--- config.mk ---
export PLATFORM = sky130hd
export DESIGN_NAME = xbus_cycle_ctrl
export DESIGN_NICKNAME = d
export VERILOG_FILES = /design/src/rtl/xbc_pkg.sv /design/src/rtl/xbc_wait_timer.sv /design/src/rtl/xbc_sel_decode.sv /design/src/rtl/xbus_cycle_ctrl.sv
export SDC_FILE = /design/constraint.sdc
export NUM_CORES = 1
export LEC_CHECK = 0
export BUFFER_PORTS_ARGS = -buffer_cell sky130_fd_sc_hd__buf_2
export CAP_MARGIN = 10
export CORE_MARGIN = 3
export CORE_UTILIZATION = 45
export DETAILED_ROUTE_END_ITERATION = 7
export PLACE_DENSITY_LB_ADDON = 0.05
export SLEW_MARGIN = 20
export SYNTH_ARGS = -nofsm -noshare
export SYNTH_HDL_FRONTEND = slang
export SYNTH_HIERARCHICAL = 1
export SYNTH_SLANG_ARGS = --single-unit
--- constraint.sdc ---
create_clock -name clk -period 2.4 [get_ports clk]
set_input_delay 0 -clock clk [delete_from_list [all_inputs] [get_ports clk]]
set_output_delay 0 -clock clk [all_outputs]
set_load 0.01 [all_outputs]
--- src/rtl/xbc_pkg.sv ---
package xbc_pkg;

  typedef enum logic [0:0] {
    ST_IDLE = 1'b0,
    ST_BUSY = 1'b1
  } xbc_state_e;

  // Extra periods allowed so that (limit+1) periods fill the time ceiling.
  function automatic int unsigned wait_limit_f(input int unsigned clk_hz,
                                               input int unsigned per_clks,
                                               input int unsigned max_ns);
    int unsigned total_clks;
    total_clks = (clk_hz / 1000) * max_ns / 1_000_000;
    if (total_clks < 2 * per_clks) return 0;
    return total_clks / per_clks - 1;
  endfunction

  // Value held in the read-data register after a cycle ends.
  function automatic logic [7:0] capture_f(input logic forced,
                                           input logic is_read,
                                           input logic [7:0] din,
                                           input logic [7:0] old);
    if (forced) return 8'hFF;
    if (is_read) return din;
    return old;
  endfunction

endpackage

--- src/rtl/xbc_wait_timer.sv ---
module xbc_wait_timer #(
  parameter int unsigned PHASE_CLKS = 4,
  parameter int unsigned WAIT_LIMIT = 124,
  parameter int unsigned PH_W       = 2,
  parameter int unsigned WAIT_W     = 7
) (
  input  logic              clk,
  input  logic              rst_n,
  input  logic              clr_i,
  input  logic              run_i,
  input  logic              ext_i,
  output logic [PH_W-1:0]   phase_o,
  output logic [WAIT_W-1:0] waits_o,
  output logic              end_pt_o,
  output logic              at_limit_o
);

  logic [PH_W-1:0]   phase_q;
  logic [WAIT_W-1:0] waits_q;

  assign end_pt_o   = (phase_q == PH_W'(PHASE_CLKS - 1));
  assign at_limit_o = (waits_q == WAIT_W'(WAIT_LIMIT));
  assign phase_o    = phase_q;
  assign waits_o    = waits_q;

  always_ff @(posedge clk) begin
    if (!rst_n || clr_i) begin
      phase_q <= '0;
      waits_q <= '0;
    end else if (run_i) begin
      if (end_pt_o) begin
        phase_q <= '0;
        if (ext_i) waits_q <= waits_q + WAIT_W'(1);
      end else begin
        phase_q <= phase_q + PH_W'(1);
      end
    end
  end

endmodule

--- src/rtl/xbc_sel_decode.sv ---
module xbc_sel_decode #(
  parameter int unsigned CS_BITS = 2,
  parameter int unsigned NUM_CS  = 4
) (
  input  logic               vma_i,
  input  logic [CS_BITS-1:0] addr_hi_i,
  output logic [NUM_CS-1:0]  sel_o
);

  for (genvar i = 0; i < NUM_CS; i++) begin : g_sel
    assign sel_o[i] = vma_i && (addr_hi_i == CS_BITS'(i));
  end

endmodule

--- src/rtl/xbus_cycle_ctrl.sv ---
module xbus_cycle_ctrl #(
  parameter int unsigned ADDR_W     = 16,
  parameter int unsigned DATA_W     = 8,
  parameter int unsigned CLK_HZ     = 50_000_000,
  parameter int unsigned PHASE_CLKS = 4,
  parameter int unsigned WDATA_DLY  = 1,
  parameter int unsigned MAX_NS     = 10_000,
  parameter int unsigned CS_BITS    = 2
) (
  input  logic                      clk,
  input  logic                      rst_n,
  input  logic                      req_i,
  input  logic                      req_we_i,
  input  logic [ADDR_W-1:0]         req_addr_i,
  input  logic [DATA_W-1:0]         req_wdata_i,
  output logic                      req_ready_o,
  output logic                      done_o,
  output logic                      timeout_o,
  output logic [DATA_W-1:0]         rdata_o,
  output logic [ADDR_W-1:0]         bus_addr_o,
  output logic                      bus_rw_o,
  output logic                      bus_vma_o,
  output logic [DATA_W-1:0]         bus_dout_o,
  output logic                      bus_doe_o,
  input  logic [DATA_W-1:0]         bus_din_i,
  input  logic                      mem_rdy_i,
  output logic [(1<<CS_BITS)-1:0]   sel_o
);
  import xbc_pkg::*;

  localparam int unsigned NUM_CS     = 1 << CS_BITS;
  localparam int unsigned WAIT_LIMIT = wait_limit_f(CLK_HZ, PHASE_CLKS, MAX_NS);
  localparam int unsigned PH_W       = (PHASE_CLKS > 2) ? $clog2(PHASE_CLKS) : 1;
  localparam int unsigned WAIT_W     = $clog2(WAIT_LIMIT + 2);

  xbc_state_e        state_q;
  logic [ADDR_W-1:0] addr_q;
  logic              we_q;
  logic [DATA_W-1:0] wdata_q;
  logic [DATA_W-1:0] rdata_q;
  logic              done_q;
  logic              to_q;

  logic [PH_W-1:0]   phase;
  logic [WAIT_W-1:0] waits;
  logic              end_pt;
  logic              at_limit;

  // Named cycle events, shared by the control logic and the checker.
  logic busy;
  logic cyc_start;
  logic cyc_sample;
  logic cyc_extend;
  logic cyc_end_ok;
  logic cyc_end_to;
  logic cyc_end;

  assign busy       = (state_q == ST_BUSY);
  assign cyc_start  = !busy && req_i;
  assign cyc_sample = busy && end_pt;
  assign cyc_extend = cyc_sample && !mem_rdy_i && !at_limit;
  assign cyc_end_ok = cyc_sample && mem_rdy_i;
  assign cyc_end_to = cyc_sample && !mem_rdy_i && at_limit;
  assign cyc_end    = cyc_end_ok || cyc_end_to;

  xbc_wait_timer #(
    .PHASE_CLKS (PHASE_CLKS),
    .WAIT_LIMIT (WAIT_LIMIT),
    .PH_W       (PH_W),
    .WAIT_W     (WAIT_W)
  ) u_timer (
    .clk        (clk),
    .rst_n      (rst_n),
    .clr_i      (cyc_start),
    .run_i      (busy),
    .ext_i      (cyc_extend),
    .phase_o    (phase),
    .waits_o    (waits),
    .end_pt_o   (end_pt),
    .at_limit_o (at_limit)
  );

  always_ff @(posedge clk) begin
    if (!rst_n) begin
      state_q <= ST_IDLE;
      addr_q  <= '0;
      we_q    <= 1'b0;
      wdata_q <= '0;
      rdata_q <= '0;
      done_q  <= 1'b0;
      to_q    <= 1'b0;
    end else begin
      done_q <= cyc_end;
      to_q   <= cyc_end_to;
      if (cyc_start) begin
        state_q <= ST_BUSY;
        addr_q  <= req_addr_i;
        we_q    <= req_we_i;
        wdata_q <= req_wdata_i;
      end else if (cyc_end) begin
        state_q <= ST_IDLE;
        rdata_q <= capture_f(cyc_end_to, !we_q, bus_din_i, rdata_q);
      end
    end
  end

  assign bus_doe_o   = busy && we_q &&
                       ((phase >= PH_W'(WDATA_DLY)) || (waits != '0));
  assign bus_dout_o  = bus_doe_o ? wdata_q : '0;
  assign bus_vma_o   = busy;
  assign bus_addr_o  = addr_q;
  assign bus_rw_o    = busy ? !we_q : 1'b1;
  assign req_ready_o = !busy;
  assign done_o      = done_q;
  assign timeout_o   = to_q;
  assign rdata_o     = rdata_q;

  xbc_sel_decode #(
    .CS_BITS   (CS_BITS),
    .NUM_CS    (NUM_CS)
  ) u_sel (
    .vma_i     (busy),
    .addr_hi_i (addr_q[ADDR_W-1 -: CS_BITS]),
    .sel_o     (sel_o)
  );

endmodule

==> results of run 1 <==
per-stage QoR:
stage               total power, uW  hold WS (ns)
CTS                            1580         0.230
detailed placement              951         0.246
global route                   1640         0.259
finish                         1560         0.231
global placement                950         0.243
floorplan                       889         0.135
worst max-delay path, cell delays in order, from the launching register on:
cell and delay, ns:
sky130_fd_sc_hd__dfxtp_1 0.40, sky130_fd_sc_hd__inv_1 0.10, sky130_fd_sc_hd__ha_1 0.20, sky130_fd_sc_hd__nand2_1 0.06, sky130_fd_sc_hd__nor2_1 0.05, sky130_fd_sc_hd__nor3_1 0.30, sky130_fd_sc_hd__nand4_1 0.23, sky130_fd_sc_hd__or3_1 0.36
sky130_fd_sc_hd__a21oi_1 0.16
cells by family after synthesis:
| family | count (synthesis) |
|---|---|
| and+or+nand+nor | 96 |
| DFF | 45 |
| AOI/OAI and AO/OA | 44 |
| buffers and inverters | 14 |
| muxes | 3 |
| adders and majority gates | 3 |
| xor gates and xnor gates | 2 |
final cells by class:
type | count | area [um2]
well taps | 48 | 60.1
clock inverters | 1 | 30.0
repair buffers | 115 | 756
flip-flops and latches | 45 | 901
fillers | 314 | 1080
inverters | 4 | 17.5
clock buffers | 7 | 86.3
multi-input cells | 148 | 892
cell usage after synthesis, types with 2 or more instances:
| cell | instances | area share, % |
|---|---|---|
| sky130_fd_sc_hd__nand2_1 | 54 | 11 |
| sky130_fd_sc_hd__dfxtp_1 | 45 | 48 |
| sky130_fd_sc_hd__mux2i_1 | 3 | 1.6 |
| sky130_fd_sc_hd__nor3_1 | 2 | 0.53 |
| sky130_fd_sc_hd__o21ai_0 | 3 | 0.80 |
| sky130_fd_sc_hd__a21boi_0 | 9 | 3.6 |
| sky130_fd_sc_hd__nand2b_1 | 4 | 1.3 |
| sky130_fd_sc_hd__and2_1 | 8 | 2.7 |
| sky130_fd_sc_hd__or3_1 | 3 | 1.0 |
| sky130_fd_sc_hd__nand4_1 | 2 | 0.67 |
| sky130_fd_sc_hd__o221a_1 | 8 | 4.8 |
| sky130_fd_sc_hd__buf_6 | 2 | 1.2 |
| sky130_fd_sc_hd__nand3_1 | 2 | 0.53 |
| sky130_fd_sc_hd__buf_4 | 4 | 1.6 |
| sky130_fd_sc_hd__a21boi_1 | 16 | 6.4 |
| sky130_fd_sc_hd__clkbuf_1 | 4 | 0.80 |
| sky130_fd_sc_hd__nand3_2 | 2 | 1.1 |
| sky130_fd_sc_hd__and3b_1 | 2 | 0.93 |
| sky130_fd_sc_hd__inv_1 | 3 | 0.60 |
| sky130_fd_sc_hd__ha_1 | 3 | 2.0 |
| sky130_fd_sc_hd__nor2_1 | 11 | 2.2 |
| sky130_fd_sc_hd__a21oi_1 | 4 | 1.1 |
worst max-delay path by stage:
stage	from	end	slack (ns)	depth (start not counted)
final	u_timer/waits_o[0]	u_timer/waits_o[6]	0.45	8
after global routing	u_timer/waits_o[0]	u_timer/waits_o[6]	0.26	8
after CTS	u_timer/waits_o[0]	u_timer/waits_o[6]	0.44	8
after detailed placement	u_timer/waits_o[0]	u_timer/waits_o[5]	0.47	8
after global placement	u_timer/waits_o[0]	u_timer/waits_o[5]	0.56	8
after floorplan	u_timer/waits_o[0]	u_timer/waits_o[5]	0.63	8
per-layer routing:
layer / vias up / wire length (um)
met5: - / 0
met2: 49 / 2270
li1: 925 / -
met1: 816 / 2040
met3: 7 / 317
met4: 0 / 47
sequential cells by signal, summed over array words and instances (netlist names):
name / flops
bus_addr_o: 16
bus_vma_o: 1
done_o: 1
rdata_o: 8
timeout_o: 1
u_timer/phase_o: 2
u_timer/waits_o: 7
wdata_q: 8
we_q: 1
where the power goes:
group          switching (uW)  total, uW  internal [uW]
clock                     246        586            339
combinational            87.7        191            103
sequential               15.3        788            773
total                     349       1560           1220
==> parameters.txt, run 1 <==
Parameter                              Value

Clock tree
  Number of buffers inserted during clock tree synthesis ... 5
  Number of buffers inserted by post-CTS setup repair ... 0
  Post-CTS Hold Buffers ... 35
  Clock Tree Buf Depth ... 2
  Total number of H-tree levels ... 2
  Worst skew pair latency ... 0.29 ns
  Post-CTS Resized ... 0
  Number of sinks driven by the clock tree ... 45
  Clock-pin slew on the worst setup and hold paths ... 0.08 ns
  Root cell of the clock tree ... sky130_fd_sc_hd__clkbuf_8
  TritonCTS clock tree ... yes

Timing
  Worst-case setup margin in the final layout ... 0.450 ns
  Sum of negative setup slack ... 0 ns
  Highest Clock Rate ... 0.513 GHz
  Final hold violations ... 0
  Setup repair after global routing missed its margin ... false
  Min cycle time layout ... 1.95 ns
  Count of endpoints failing setup in the final report ... 0
  Final cycle utilization of the critical path ... 81.3%
  Transition time of the tightest slew-check pin ... 0.563 ns
  Worst relative slew slack ... 62.5%
  Fin. max-slew vios ... 0
  Worst-case clock skew ... 0.00673 ns

Placement
  Count of input and output buffers ... 78
  HPWL after DPL ... 2890 um
  Number of instances in the placed design ... 325
  Standard cell area after detailed placement ... 2280 um2
  Global placer's final weighted congestion ... 0.855
  Setup slack at placement ... 0.471 ns

Layout
  Highest-count cells in the layout ignoring fill and taps ... sky130_fd_sc_hd__buf_2, sky130_fd_sc_hd__nand2_1, sky130_fd_sc_hd__dfxtp_1, sky130_fd_sc_hd__dlygate4sd3_1, sky130_fd_sc_hd__a21boi_1
  Final cell count without fillers ... 368
  Number of nets in the finished design ... 359
  Area growth syn-to-layout ... 46.0%
  Share of final-layout standard cells stronger than drive strength 1 ... 30.0%
  Most frequent standard cell in the layout excluding fill and tap cells ... sky130_fd_sc_hd__buf_2
  Design area ... 2740 um2
  Utilization after layout ... 71.7%
  Final antenna diode count ... 0

GRT
  Met2 usage ... 34.1%
  First-pass GRT wire length ... 7890 um
  Grt met3 use ... 5.97%
  GRT busiest layer ... met2
  Vias in the first global route ... 1724
  GR Util All Layers ... 19.4%
  Pin count of the biggest net entering global routing ... 37
  GRT Residual Overflow ... 0
  Antenna violations before repair ... 0
  Met1 GRT Util ... 22.9%

Floorplan
  Core area ... 3830 um2
  Chip Width ... 70.6 um
  Floorplan row count ... 22
  Initial Utilization ... 49.1%
  Chip height ... 70.6 um
  Io pins ... 79
  Die outline area ... 4980 um2

Logic synthesis
  Mux share of post-synthesis cell area ... 1.60%
  Largest family of logic cells by synthesized area ... simple AND/OR/NAND/NOR gates
  Flip-flop and latch count after synthesis ... 45
  Xor/xnor share of the synthesized area ... 0.933%
  Post-Syn Instances ... 207
  Average cell area after synthesis ... 9.07 um2
  Post-Synth Adder-Cell Area ... 2.00%
  Most used flip-flop cell after synthesis ... sky130_fd_sc_hd__dfxtp_1
  Share of the yosys chip area belonging to registers ... 48.0%
  Distinct cell type count of the synthesized netlist ... 35
  Post-synthesis net count ... 247
  Post-synth EDFFs ... 0
  Netlist Area Pre-Place ... 1880 um2
  Async set-reset flop share out of synthesis ... 0%
  Fraction of the mapped netlist area in compound gates ... 18.8%
  Simple logic cell fraction of the synthesized area ... 24.2%
  Warnings, synthesis ... 6

Detailed routing
  Initial detailed-routing violation count ... 62
  Drt pass-1 iters ... 4
  Total routed wirelength ... 4670 um
  Vias after detailed routing ... 1797
  Number of nets still failing antenna checks after routing ... 0
  Drt drc ... 0
  Average via count per standard cell ... 4.88
  Routed length per placed instance ... 12.7 um

Hold path
  Cell depth of the worst min-delay path ... 2
  Hold path startpoint ... rst_n
  Worst Hold Path EP ... rdata_o[3]
  Type of the most critical hold path ... input port to flop

Power
  Worst supply voltage drop on vdd ... 386 uV
  Cell Pwr Density ... 570 nW/um2
  Leakage ... 0.00124 uW

Worst setup path
  Path type of the worst setup path ... flop to flop
  Startpoint type of the worst setup path ... flop
  Arrival @ worst endpoint ... 2.17 ns
  Largest driver fanout on the critical path ... 5
  Data required, critical path ... 2.62 ns
  Endpoint of the worst-slack reg-to-reg timing path ... u_timer/waits_o[6]
  Worst reg-to-reg setup slack ... 0.45 ns
  Cells on worst reg2reg path ... 8
  Capturing element type of the critical path ... flop
  Source of the worst register-to-register timing path ... u_timer/waits_o[0]

Flow run
  Maximum Capacitance Violations ... 0

Status
  Outcome ... completed
(Power assumes the default switching activity.)
==> inputs of run 2 (changes only) <==
CORE_UTILIZATION = 42   (was 45)
clock period = 1.65 ns   (was 2.4 ns; I/O delays follow)
==> parameters.txt, run 2 (synthesis gave the netlist of run 1 again) <==
Parameter                              Value

Status
  Outcome ... completed (unchanged)

Placement
  Global placer's final weighted congestion ... 0.779 (was 0.855)
  Setup slack at placement ... 0.0152 ns (was 0.471 ns)
  Number of instances in the placed design ... 339 (was 325)
  HPWL after DPL ... 3140 um (was 2890 um)
  Count of input and output buffers ... 78 (unchanged)
  Standard cell area after detailed placement ... 2380 um2 (was 2280 um2)

Timing
  Final cycle utilization of the critical path ... 97.6% (was 81.3%)
  Worst-case clock skew ... 0.00565 ns (was 0.00673 ns)
  Transition time of the tightest slew-check pin ... 0.410 ns (was 0.563 ns)
  Final hold violations ... 0 (unchanged)
  Worst-case setup margin in the final layout ... 0.0398 ns (was 0.450 ns)
  Setup repair after global routing missed its margin ... true (was false)
  Fin. max-slew vios ... 0 (unchanged)
  Min cycle time layout ... 1.61 ns (was 1.95 ns)
  Highest Clock Rate ... 0.621 GHz (was 0.513 GHz)
  Count of endpoints failing setup in the final report ... 0 (unchanged)
  Hold WS ... 0.0450 ns (was 0.231 ns)
  Worst relative slew slack ... 72.5% (was 62.5%)

Detailed routing
  Initial detailed-routing violation count ... 40 (was 62)
  Average via count per standard cell ... 4.79 (was 4.88)
  Vias after detailed routing ... 1840 (was 1797)
  Total routed wirelength ... 5030 um (was 4670 um)
  Drt drc ... 0 (unchanged)
  Drt pass-1 iters ... 6 (was 4)
  Routed length per placed instance ... 13.1 um (was 12.7 um)
  Number of nets still failing antenna checks after routing ... 0 (unchanged)

Clock tree
  Root cell of the clock tree ... sky130_fd_sc_hd__clkbuf_8 (unchanged)
  Number of buffers inserted during clock tree synthesis ... 5 (unchanged)
  Number of sinks driven by the clock tree ... 45 (unchanged)
  Worst skew pair latency ... 0.29 ns (about the same)
  Total number of H-tree levels ... 2 (unchanged)
  Clock Tree Buf Depth ... 2 (unchanged)
  Clock-pin slew on the worst setup and hold paths ... 0.08 ns (about the same)
  TritonCTS clock tree ... yes (unchanged)

Floorplan
  Io pins ... 79 (unchanged)
  Core area ... 4140 um2 (was 3830 um2)
  Initial Utilization ... 45.3% (was 49.1%)
  Floorplan row count ... 23 (was 22)
  Chip Width ... 72.9 um (was 70.6 um)
  Die outline area ... 5310 um2 (was 4980 um2)
  Chip height ... 72.9 um (was 70.6 um)

Worst setup path
  Worst-path cell chain ... inv_1 -> ha_4 -> nand2_2 -> nor2_2 -> nor3_4 -> nand4_1 -> or3_1 -> a21oi_2 (was inv_1 -> ha_1 -> nand2_1 -> nor2_1 -> nor3_1 -> nand4_1 -> or3_1 -> a21oi_1)
  Capturing element type of the critical path ... flop (unchanged)
  Path type of the worst setup path ... flop to flop (unchanged)
  Master of the slowest instance on the critical path ... sky130_fd_sc_hd__or3_1 (was sky130_fd_sc_hd__dfxtp_1)
  Largest driver fanout on the critical path ... 3 (was 5)
  Buf+Inv Stages, Crit Path ... 1 (unchanged)
  Data required, critical path ... 1.87 ns (was 2.62 ns)
  Startpoint type of the worst setup path ... flop (unchanged)
  Delay of the slowest critical-path stage ... 0.39 ns (was 0.40 ns)
  CP delay by family, top ... simple AND/OR/NAND/NOR gates (unchanged)
  Arrival @ worst endpoint ... 1.83 ns (was 2.17 ns)

Layout
  Number of nets in the finished design ... 373 (was 359)
  Final cell count without fillers ... 384 (was 368)
  Most frequent standard cell in the layout excluding fill and tap cells ... sky130_fd_sc_hd__buf_2 (unchanged)
  Number of flip-flops under the largest register name ... 16 (unchanged)
  Design area ... 2930 um2 (was 2740 um2)
  Final antenna diode count ... 0 (unchanged)
  Share of final-layout standard cells stronger than drive strength 1 ... 38.3% (was 30.0%)
  Area growth syn-to-layout ... 55.8% (was 46.0%)
  Highest-count cells in the layout ignoring fill and taps ... sky130_fd_sc_hd__buf_2, sky130_fd_sc_hd__nand2_1, sky130_fd_sc_hd__dfxtp_1, sky130_fd_sc_hd__dlygate4sd3_1, sky130_fd_sc_hd__a21boi_1 (unchanged)
  Fill cell count ... 332 (was 314)
  Footprint of the multi-input gates ... 973 um2 (was 892 um2)
  Register cell area after layout ... 917 um2 (was 901 um2)

Power
  Cell Pwr Density ... 741 nW/um2 (was 570 nW/um2)
  Leakage ... 0.00132 uW (was 0.00124 uW)
  Switching share of power ... 23.7% (was 22.3%)
  Sequential group share of total power ... 52.7% (was 50.4%)
  Sum of internal, switching and leakage power ... 2170 uW (was 1560 uW)
  Worst supply voltage drop on vdd ... 451 uV (was 386 uV)
  Proportion of power drawn by the clock network ... 34.0% (was 37.4%)
  Cell internal power dissipation ... 1650 uW (was 1220 uW)
  Switching power total ... 515 uW (was 349 uW)
  Power share of the combinational group ... 13.3% (was 12.2%)

GRT
  Vias in the first global route ... 1756 (was 1724)
  First-pass GRT wire length ... 8140 um (was 7890 um)
  Pin count of the biggest net entering global routing ... 26 (was 37)
  Antenna violations before repair ... 0 (unchanged)
  GR Util All Layers ... 19.3% (was 19.4%)
  GRT Residual Overflow ... 0 (unchanged)

Hold path
  Type of the most critical hold path ... input port to flop (unchanged)

Flow run
  Maximum Capacitance Violations ... 0 (unchanged)
==> run 2: what timing repair did <==
action	in CTS	in global routing
pin swaps	3	10
setup endpoints to repair	10	19
buffers inserted	0	2
cloned	1	0
hold buffers	34	0
resized for setup	4	20
hold endpoints to repair	34	0
==> run 2: final timing paths <==
| kind | depth (start not counted) | start | slack [ns] | end |
|---|---|---|---|---|
| min | 3 | mem_rdy_i | 0.05 | done_o |
| max | 8 | u_timer/waits_o[1] | 0.04 | u_timer/waits_o[6] |
| min reg2reg | 2 | wdata_q[2] | 0.45 | wdata_q[2] |
| max reg2reg | 8 | u_timer/waits_o[1] | 0.04 | u_timer/waits_o[6] |
==> run 2: layout make-up <==
type / instances / share of cell area, %
inverter: 4 / 0.599
multi-input combinational: 149 / 33.3
sequential: 45 / 31.3
timing repair buffer: 128 / 29.2
tap: 50 / 2.14
clock buffer: 7 / 3.29
clock inverter: 1 / 0.171
==> run 2: layer usage <==
| metal | global-route usage (%) | vias up | part of all wire [%] |
|---|---|---|---|
| li1 | - | 958 | - |
| met1 | 23.3 | 824 | 45 |
| met2 | 33.5 | 51 | 48 |
| met3 | 4.55 | 7 | 5.7 |
| met4 | 6.35 | 0 | 1.3 |
| met5 | 0 | - | 0 |
==> run 2: tightest hold or removal path, stage by stage <==
cell	delay, ns
sky130_fd_sc_hd__buf_2	0.14
sky130_fd_sc_hd__nor2_1	0.07
sky130_fd_sc_hd__nor2_1	0.09
==> run 2: power by group through the flow <==
stage | combinational, uW | sequential, uW | clock, uW
finish | 288 | 1140 | 737
global route | 319 | 1150 | 808
CTS | 285 | 1150 | 757
detailed placement | 221 | 1170 | 0
global placement | 219 | 1170 | 0
floorplan | 109 | 1180 | 0
==> run 2: per-stage QoR <==
stage / TNS [ns] / utilization [%]
floorplan: 0 / -
global placement: 0 / 57.4
detailed placement: 0 / 57.4
CTS: 0 / 68.9
global route: -0.198 / 70.6
finish: 0 / 70.6
==> inputs of run 3 (changes only) <==
CORE_UTILIZATION = 45   (was 42)
CTS_CLUSTER_DIAMETER = 30   (was unset)
SYNTH_HIERARCHICAL = unset   (was 1)
clock period = 1.7 ns   (was 1.65 ns; I/O delays follow)
==> parameters.txt, run 3 <==
Parameter                              Value

Logic synthesis
  Most frequent cell after synthesis ... sky130_fd_sc_hd__nand2_1 (unchanged)
  Average cell area after synthesis ... 8.65 um2 (was 9.07 um2)
  Post-synth EDFFs ... 0 (unchanged)
  Flip-flop and latch count after synthesis ... 45 (unchanged)
  Fraction of the mapped netlist area in compound gates ... 19.2% (was 18.8%)
  Largest area contributor in the netlist ... sky130_fd_sc_hd__dfxtp_1 (unchanged)
  Distinct cell type count of the synthesized netlist ... 39 (was 35)
  Area contributors post-synth ... sky130_fd_sc_hd__dfxtp_1, sky130_fd_sc_hd__nand2_1, sky130_fd_sc_hd__a21oi_1 (was sky130_fd_sc_hd__dfxtp_1, sky130_fd_sc_hd__nand2_1, sky130_fd_sc_hd__a21boi_1)
  Netlist Area Pre-Place ... 1990 um2 (was 1880 um2)
  Post-Synth Adder-Cell Area ... 2.52% (was 2.00%)
  Most used flip-flop cell after synthesis ... sky130_fd_sc_hd__dfxtp_1 (unchanged)
  Post-Syn Instances ... 230 (was 207)
  Simple logic cell fraction of the synthesized area ... 24.6% (was 24.2%)
  Share of the yosys chip area belonging to registers ... 45.3% (was 48.0%)
  Commonest cells post-synth ... sky130_fd_sc_hd__nand2_1, sky130_fd_sc_hd__dfxtp_1, sky130_fd_sc_hd__a21oi_1 (was sky130_fd_sc_hd__nand2_1, sky130_fd_sc_hd__dfxtp_1, sky130_fd_sc_hd__a21boi_1)
  Post-synthesis net count ... 271 (was 247)
  Mux share of post-synthesis cell area ... 2.52% (was 1.60%)
  Largest family of logic cells by synthesized area ... simple AND/OR/NAND/NOR gates (unchanged)
  Portion of synthesized cell area occupied by the leading cell type ... 45.3% (was 48.0%)
  Xor/xnor share of the synthesized area ... 0% (was 0.933%)
  Warnings, synthesis ... 0 (was 6)
  Async set-reset flop share out of synthesis ... 0% (unchanged)

Placement
  HPWL after DPL ... 3230 um (was 3140 um)
  Count of input and output buffers ... 78 (unchanged)
  Global placer's final weighted congestion ... 0.734 (was 0.779)

Worst setup path
  Arrival @ worst endpoint ... 1.58 ns (was 1.83 ns)
  Delay of the slowest critical-path stage ... 0.38 ns (was 0.39 ns)
  Master of the slowest instance on the critical path ... sky130_fd_sc_hd__dfxtp_1 (was sky130_fd_sc_hd__or3_1)
  Capturing element type of the critical path ... primary output (was flop)
  Worst-path cell chain ... inv_1 -> ha_1 -> a41oi_4 -> and2_1 -> buf_2 (was inv_1 -> ha_4 -> nand2_2 -> nor2_2 -> nor3_4 -> nand4_1 -> or3_1 -> a21oi_2)
  Data required, critical path ... 1.70 ns (was 1.87 ns)
  Path type of the worst setup path ... flop to primary output (was flop to flop)
  Startpoint type of the worst setup path ... flop (unchanged)
  Largest driver fanout on the critical path ... 9 (was 3)

GRT
  First-pass GRT wire length ... 8410 um (was 8140 um)
  Vias in the first global route ... 1810 (was 1756)
  Antenna violations before repair ... 0 (unchanged)
  Pin count of the biggest net entering global routing ... 34 (was 26)
  GRT Residual Overflow ... 0 (unchanged)
  GR Util All Layers ... 20.0% (was 19.3%)

Power
  Power share of the combinational group ... 12.3% (was 13.3%)
  Cell Pwr Density ... 795 nW/um2 (was 741 nW/um2)
  Leakage ... 0.00128 uW (was 0.00132 uW)
  Proportion of power drawn by the clock network ... 37.4% (was 34.0%)
  Cell internal power dissipation ... 1710 uW (was 1650 uW)
  Switching power total ... 515 uW (about the same)
  Worst supply voltage drop on vdd ... 756 uV (was 451 uV)
  Sequential group share of total power ... 50.2% (was 52.7%)
  Switching share of power ... 23.2% (was 23.7%)

Clock tree
  Clock Tree Buf Depth ... 2 (unchanged)
  TritonCTS clock tree ... yes (unchanged)
  Number of buffers inserted during clock tree synthesis ... 5 (unchanged)
  Clock-pin slew on the worst setup and hold paths ... 0.08 ns (about the same)
  Root cell of the clock tree ... sky130_fd_sc_hd__clkbuf_8 (unchanged)
  Number of sinks driven by the clock tree ... 45 (unchanged)
  Worst skew pair latency ... 0.29 ns (about the same)
  Total number of H-tree levels ... 2 (unchanged)

Timing
  Min cycle time layout ... 1.58 ns
  Hold WS ... 0.000624 ns (was 0.0450 ns)
  Setup repair after global routing missed its margin ... false (was true)
  Fin. max-slew vios ... 0 (unchanged)
  Worst relative slew slack ... 75.2% (was 72.5%)
  Final cycle utilization of the critical path ... 92.8%
  Highest Clock Rate ... 0.634 GHz
  Transition time of the tightest slew-check pin ... 0.372 ns (was 0.410 ns)
  Final hold violations ... 0 (unchanged)
  Count of endpoints failing setup in the final report ... 0 (unchanged)
  Worst-case clock skew ... 0.00648 ns (was 0.00565 ns)
  Sum of negative setup slack ... 0 ns (unchanged)

Status
  Outcome ... completed (unchanged)

Floorplan
  Chip Width ... 72.5 um (was 72.9 um)
  Chip height ... 72.5 um (was 72.9 um)
  Floorplan row count ... 23 (unchanged)
  Initial Utilization ... 48.0% (was 45.3%)
  Core area ... 4140 um2 (unchanged)
  Io pins ... 79 (unchanged)
  Die outline area ... 5250 um2 (was 5310 um2)

Layout
  Most frequent standard cell in the layout excluding fill and tap cells ... sky130_fd_sc_hd__buf_2 (unchanged)
  Final antenna diode count ... 0 (unchanged)
  Highest-count cells in the layout ignoring fill and taps ... sky130_fd_sc_hd__buf_2, sky130_fd_sc_hd__nand2_1, sky130_fd_sc_hd__dfxtp_1, sky130_fd_sc_hd__a21oi_1, sky130_fd_sc_hd__dlygate4sd3_1 (was sky130_fd_sc_hd__buf_2, sky130_fd_sc_hd__nand2_1, sky130_fd_sc_hd__dfxtp_1, sky130_fd_sc_hd__dlygate4sd3_1, sky130_fd_sc_hd__a21boi_1)
  Fill cell count ... 340 (was 332)
  Share of final-layout standard cells stronger than drive strength 1 ... 30.9% (was 38.3%)
  Area growth syn-to-layout ... 40.6% (was 55.8%)
  Number of nets in the finished design ... 370 (was 373)
  Number of flip-flops under the largest register name ... 16 (unchanged)

Detailed routing
  Drt drc ... 0 (unchanged)
  Average via count per standard cell ... 5.09 (was 4.79)
  Drt pass-1 iters ... 5 (was 6)
  Initial detailed-routing violation count ... 171 (was 40)
  Routed length per placed instance ... 13.1 um (about the same)
  Number of nets still failing antenna checks after routing ... 0 (unchanged)
  Vias after detailed routing ... 1933 (was 1840)
  Total routed wirelength ... 4990 um (was 5030 um)

Flow run
  Maximum Capacitance Violations ... 0 (unchanged)

Hold path
  Type of the most critical hold path ... input port to flop (unchanged)
-- run 3: cell types whose count changed in the layout (fill, tap and decap cells not counted), moves of 8 or more --
cell,previous run,this run
sky130_fd_sc_hd__a21oi_1,3,29
sky130_fd_sc_hd__a21boi_1,16,0
sky130_fd_sc_hd__buf_4,15,4
sky130_fd_sc_hd__a21boi_0,9,0
sky130_fd_sc_hd__dlygate4sd3_1,34,25
sky130_fd_sc_hd__o21a_1,0,8
-- run 3: kinds of logic (layout without fill, tap and decap cells) --
| family | Yosys count | after routing |
|---|---|---|
| and+or+nand+nor | 98 | 98 |
| AOI/OAI and AO/OA | 55 | 55 |
| DFF | 45 | 45 |
| buffers and inverters | 23 | 123 |
| muxes | 5 | 5 |
| adders and majority gates | 4 | 4 |
-- run 3: power groups by stage --
stage / clock network [uW] / registers, uW / logic [uW]
after floorplan: 0 / 1150 / 123
after global routing: 895 / 1120 / 304
final: 833 / 1120 / 274
after detailed placement: 0 / 1140 / 227
after global placement: 0 / 1140 / 225
after CTS: 846 / 1120 / 271
-- run 3: critical path, delay by kind of cell (launching register included) --
kind	cells	cell delay, ns
buffers and inverters	2	0.19
and+or+nand+nor	1	0.19
adders and majority gates	1	0.23
AOI/OAI and AO/OA	1	0.30
DFF	1	0.38
-- run 3: final timing paths --
path,slack (ns),end,from,cells after the start
setup / recovery,0.12,bus_dout_o[1],u_timer.phase_o[0],5
hold / removal,0.0006,bus_vma_o,req_i,3
setup reg to reg,0.13,rdata_o[3],u_timer.waits_o[1],5
hold reg to reg,0.45,wdata_q[1],wdata_q[1],2
-- run 3: final cells by class --
cell class                      instances  area, um2  area share, %
Clock inverter                          1       30.0           1.07
Inverter                                7       26.3          0.939
Clock buffer                            7       86.3           3.09
Timing Repair Buffer                  108        691           24.7
Tap cell                               50       62.6           2.24
Sequential cell                        45        903           32.3
Multi-Input combinational cell        162        998           35.7
-- run 3: timing repair --
action                                  CTS  global route
endpoints found under the setup margin    8             9
buffers inserted                          0             0
gates cloned                              0             0
pin swaps                                 0             1
resized for setup                         1             4
hold endpoints to repair                 25             0
hold buffers                             25             0
-- run 3: through the flow --
| step | util [%] | setup slack, ns | power [uW] | std cells | instance area, um2 |
|---|---|---|---|---|---|
| floorplan | - | 0.213 | 1270 | 230 | 1990 |
| global placement | 58.0 | 0.172 | 1370 | 347 | 2400 |
| detailed placement | 58.0 | 0.170 | 1370 | 347 | 2400 |
| CTS | 66.9 | 0.0107 | 2230 | 380 | 2770 |
| global route | 67.5 | 0.00323 | 2320 | 380 | 2800 |
| finish | 67.5 | 0.123 | 2220 | 380 | 2800 |
-- run 3: routing by layer --
layer,part of all wire [%],track usage [%],vias up
met5,0,0,-
met4,1.8,6.15,0
met3,6.1,6.37,11
met2,47,33.0,72
met1,45,25.0,861
li1,-,-,989
